--- src/rtl/audio_ring_writer.sv ---
module audio_ring_writer #(
  parameter int DATA_W = 32,
  parameter int ADDR_W = 16,
  parameter int LEN_W  = 12
) (
  input  logic              clk,
  input  logic              rst_n,
  input  logic              cfg_enable,
  input  logic [ADDR_W-1:0] cfg_base,
  input  logic [LEN_W-1:0]  cfg_len,
  input  logic              clr_half,
  input  logic              clr_full,
  input  logic              clr_overrun,
  input  logic              s_valid,
  input  logic [DATA_W-1:0] s_data,
  output logic              s_ready,
  output logic              mem_we,
  output logic [ADDR_W-1:0] mem_addr,
  output logic [DATA_W-1:0] mem_wdata,
  output logic              irq_half,
  output logic              irq_full,
  output logic              overrun,
  output logic              len_err
);

  logic              en_q;
  logic              running;
  logic [ADDR_W-1:0] base_q;
  logic [LEN_W-1:0]  len_q;
  logic [LEN_W-1:0]  idx;

  wire start    = cfg_enable & ~en_q;
  wire len_ok   = (cfg_len != '0) & ~cfg_len[0];
  assign s_ready = running & cfg_enable;
  wire take     = s_valid & s_ready;

  wire [LEN_W-1:0] half_last = {1'b0, len_q[LEN_W-1:1]} - 1'b1;
  wire [LEN_W-1:0] full_last = len_q - 1'b1;
  wire hit_half = take & (idx == half_last);
  wire hit_full = take & (idx == full_last);

  wire ovr_half = hit_half & irq_half & ~clr_half;
  wire ovr_full = hit_full & irq_full & ~clr_full;

  always_ff @(posedge clk) begin
    if (!rst_n) begin
      en_q    <= 1'b0;
      running <= 1'b0;
      base_q  <= '0;
      len_q   <= '0;
      idx     <= '0;
      len_err <= 1'b0;
    end else begin
      en_q <= cfg_enable;
      if (start) begin
        running <= len_ok;
        len_err <= ~len_ok;
        base_q  <= cfg_base;
        len_q   <= cfg_len;
        idx     <= '0;
      end else if (!cfg_enable) begin
        running <= 1'b0;
      end else if (take) begin
        idx <= hit_full ? '0 : idx + 1'b1;
      end
    end
  end

  always_ff @(posedge clk) begin
    if (!rst_n) begin
      mem_we    <= 1'b0;
      mem_addr  <= '0;
      mem_wdata <= '0;
    end else begin
      mem_we <= take;
      if (take) begin
        mem_addr  <= base_q + ADDR_W'(idx);
        mem_wdata <= s_data;
      end
    end
  end

  always_ff @(posedge clk) begin
    if (!rst_n) begin
      irq_half <= 1'b0;
      irq_full <= 1'b0;
      overrun  <= 1'b0;
    end else begin
      irq_half <= hit_half | (irq_half & ~clr_half);
      irq_full <= hit_full | (irq_full & ~clr_full);
      overrun  <= ovr_half | ovr_full | (overrun & ~clr_overrun);
    end
  end

endmodule

--- config.mk ---
export PLATFORM = sky130hd
export DESIGN_NAME = audio_ring_writer
export DESIGN_NICKNAME = d
export VERILOG_FILES = /design/src/rtl/audio_ring_writer.sv
export SDC_FILE = /design/constraint.sdc
export NUM_CORES = 1
export LEC_CHECK = 0
export ABC_AREA = 1
export BUFFER_PORTS_ARGS = -buffer_cell sky130_fd_sc_hd__buf_4
export CAP_MARGIN = 10
export CORE_UTILIZATION = 35
export DETAILED_ROUTE_END_ITERATION = 10
export SYNTH_ARGS = -nofsm -noshare
export SYNTH_HDL_FRONTEND = slang
export SYNTH_SLANG_ARGS = --single-unit
export TNS_END_PERCENT = 10
--- constraint.sdc ---
create_clock -name clk -period 2 [get_ports clk]
set_clock_uncertainty 0.1 [all_clocks]
set_input_delay 0.2 -clock clk [delete_from_list [all_inputs] [get_ports clk]]
set_output_delay 0.2 -clock clk [all_outputs]
set_load 0.1 [all_outputs]
==> reports/qor.log <==
[status] status complete, no violations
[setup_path] capturing point of the worst reg2reg path overrun$_SDFF_PN0_
[final_layout] Design Area, Final 7230 sq um
[global_route] maximum number of pins on one net before global-route repair 58
[floorplanning] Core ar. 13900 sq um
[timing] shortest clock period the worst path allows after layout 1.89 ns
[timing] Max Fclk 530 MHz
[routing] number of design rule violations left after detail routing 0
[global_route] initial antenna violation count 0
[run] MaxCap Viol Count 0
[timing] slew at the pin closest to its max-slew limit 0.410 ns
[placed_design] total placed instance area 6280 sq um
[clock_tree] number of buffers on the longest clock path 2
[yosys] Yosys Warn Count 0
[routing] number of DRC markers after the initial detailed-route iteration 239
[timing] Final setup viols 0
[setup_path] R2R Path Start len_q[2]$_SDFFE_PN0P_
[floorplanning] die extent in x 121 um
[timing] sum of negative setup slack 0 ns
[timing] setup repair after global routing missed its margin true
[power_and_ir_drop] leakage power 3.40 nW
[clock_tree] clock input transition at the sequential cells of the worst setup and hold paths 0.07 ns
[timing] Final Hold Viols 0
[clock_tree] Num CTS Buffers 9
[floorplanning] die area 14700 sq um
[global_route] overall global routing resource usage 20.4%
[yosys] cells after synthesis 718
[clock_tree] level count of the clock H-tree 3
[timing] minimum setup slack in the final design 0.113 ns
[floorplanning] total I/O pin count 121
[setup_path] Critical Path Sink Type flop
[yosys] nets in the synthesized netlist 801
[global_route] global route overflow 0
[routing] remaining antenna violation count after routing 0
[final_layout] fraction of layout instances using a drive strength above 1 25.5%
[setup_path] Critical Path Start Type flop
[routing] Pre-Repair DR Iteration Count 4
[routing] WL per Instance 13.1 um
[final_layout] area growth from synthesis to layout 45.4%
[final_layout] antenna fix cells 0
[setup_path] reg-to-reg slack, setup 0.11 ns
[global_route] GR Util met3 5.31%
[yosys] Post-synth ARST share 0%
[timing] count of pins over their slew limit 0
[setup_path] critical-path maximum fanout 4
[clock_tree] clock tree root driver cell clkbuf_16
[setup_path] depth of the worst register-to-register path 13
[placed_design] IO Port Bufs 120
[timing] fraction of the cycle the final worst path needs 94.4%
[power_and_ir_drop] power density of the placed cells 658 nW/um^2
[clock_tree] clock latency on the worst-skew pair 0.35 ns
[placed_design] final weighted congestion in routability-driven placement 0.907
[global_route] met1 usage 24.9%
[setup_path] data arrival time at the worst-slack endpoint 2.09 ns
[clock_tree] number of sinks driven by the clock tree 95
[timing] slew margin rel. 72.7%
[global_route] met2 global-route usage 35.1%
[yosys] flop and latch count out of synthesis 95
[routing] total via count after detailed routing 5087
[power_and_ir_drop] highest ir drop seen on vdd 0.000594 V
[yosys] main flop type after synthesis dfxtp_1
[setup_path] data required time at the worst endpoint 2.20 ns
[setup_path] crit path launch len_q[2]$_SDFFE_PN0P_
[yosys] Avg Inst Size Synth 6.93 sq um
[placed_design] pre-CTS setup slack -0.0515 ns
[worst_hold_path] Hold WC Path Type primary input to flop
[global_route] number of global-route vias before repair 4969
[setup_path] worst setup path class flop to flop
[final_layout] final layout net count 992
[setup_path] endpoint of the worst setup timing path overrun$_SDFF_PN0_
[routing] number of vias per cell after detailed routing 4.65
[floorplanning] row cnt 43
[floorplanning] Die Ht 121 um
[global_route] Most Used Layer, Global Route met2
[global_route] first-pass GRT wire length 23500 um
[yosys] number of flops mapped to enable cells by yosys 0
[yosys] Post-Synthesis Cell Area 4970 sq um
[clock_tree] clock tree from TritonCTS done
[yosys] sequential element share of the synthesized area 38.2%
[routing] Routed Wire Length 14400 um
[floorplanning] starting density of the core 35.8%
[placed_design] HPWL after detailed placement 10400 um
[yosys] synth unique cells 32
-- worst min path at each step --
stage	from	endpoint	slack, ns	cells past startpoint
CTS	cfg_len[8]	len_q[8]$_SDFFE_PN0P_	0.002	3
global route	clr_full	irq_full$_SDFF_PN0_	0.01	4
detailed placement	cfg_enable	en_q$_SDFF_PN0_	0.31	3
floorplan	cfg_enable	en_q$_SDFF_PN0_	0.19	2
global placement	cfg_enable	en_q$_SDFF_PN0_	0.30	3
finish	cfg_len[8]	len_q[8]$_SDFFE_PN0P_	0.01	3
-- power by group --
group | internal (W) | switching [W]
logic | 0.000377 | 0.000494
clock network | 0.00106 | 0.000805
registers | 0.00195 | 0.0000622
-- critical path: stages (launching register included) --
cell and delay [ns]:
dfxtp_1 0.33, buf_4 0.16, nor2_4 0.14, nand2_2 0.09
nor2_4 0.14, nand3_1 0.10, nand3_1 0.11, nand3_1 0.13
nor2_4 0.14, buf_4 0.12, nand3_1 0.10, nand3_1 0.09
nand2_1 0.05, inv_1 0.05
-- cells in the mapped netlist, types with 2 or more instances --
master    number  area share (%)
nor3_1         4            0.40
nand2_1      191              14
nor3_2         4            0.81
buf_2          3            0.30
nand3b_1       2            0.30
nand4_1        5            0.63
nand2_2        3            0.38
a21boi_0       2            0.30
dfxtp_1       95              38
a31oi_1        2            0.25
o21ai_0       48             4.8
xor2_1        23             4.1
buf_1          2            0.15
ha_1          15             3.8
xnor2_1       13             2.3
nand3_1       36             3.6
o21a_1         2            0.30
or2_2          2            0.25
nor2_2         8             1.0
inv_1         72             5.4
clkbuf_1      24             1.8
nor2_4         4            0.91
buf_6          2            0.45
a21o_1         3            0.45
nor2_1        67             5.1
a21oi_1       68             6.8
inv_2          3            0.23
o21bai_1      11             1.7
-- flip-flops by register name (all words and copies together), names as in the netlist --
name	cells
base_q	16
idx	12
mem_addr	16
overrun	1
running	1
len_err	1
len_q	12
mem_wdata	32
irq_full	1
mem_we	1
irq_half	1
en_q	1
-- routing by layer --
layer | vias to the layer above | wire length (um)
met3 | 17 | 657
met4 | 0 | 218
met5 | - | 0
met1 | 2317 | 6390
met2 | 92 | 7090
li1 | 2661 | -
-- layout by cell type, fill, tap and decap left out, types with 6 or more instances in the layout --
cell,netlist,final
clkbuf_16,0,9
o21ai_0,48,45
o21bai_1,11,11
nor2_1,67,61
dlygate4sd3_1,0,48
inv_1,72,66
a21oi_1,68,64
dfxtp_1,95,92
xor2_1,23,22
nor2_2,8,10
nand2_2,3,6
xnor2_1,13,13
buf_4,0,161
nand2_1,191,188
nor2_4,4,8
nand3_1,36,34
ha_1,15,13
inv_2,3,8
-- logic make-up after synthesis --
logic type               Yosys count  share of synthesized area (%)
AND/OR/NAND/NOR                  327                           27.9
AO/OA/AOI/OAI                    138                           14.9
buffers and inverters            106                           8.38
flip-flops                        95                           38.2
XOR/XNOR                          36                           6.34
adder cells (fa/ha/maj)           16                           4.18
-- layout make-up --
cell class | instances | area (sq um)
Fill cell | 1381 | 6650
Multi-Input combinational cell | 517 | 2770
Sequential cell | 95 | 1910
Timing Repair Buffer | 211 | 1720
Inverter | 75 | 284
Clock buffer | 11 | 253
Tap cell | 180 | 225
Clock inverter | 5 | 70.1
-- what timing repair did --
| item | CTS | global route |
|---|---|---|
| resized for setup | 2 | 37 |
| endpoints found under the hold margin | 48 | 0 |
| hold buffers | 48 | 0 |
| pin swaps | 0 | 7 |
| buffers inserted | 0 | 3 |
| endpoints found under the setup margin | 11 | 37 |
-- stage by stage --
step                      hold slack, ns  utilization (%)  std cells  total power, W
final                             0.0113             52.1       1094         0.00475
after floorplan                    0.193                -        718         0.00254
after global placement             0.298             45.3       1027         0.00281
after CTS                        0.00248             51.1       1091         0.00478
after detailed placement           0.311             45.3       1027         0.00281
after global routing              0.0131             52.1       1094         0.00497
Power figures use the tool's default switching activity.
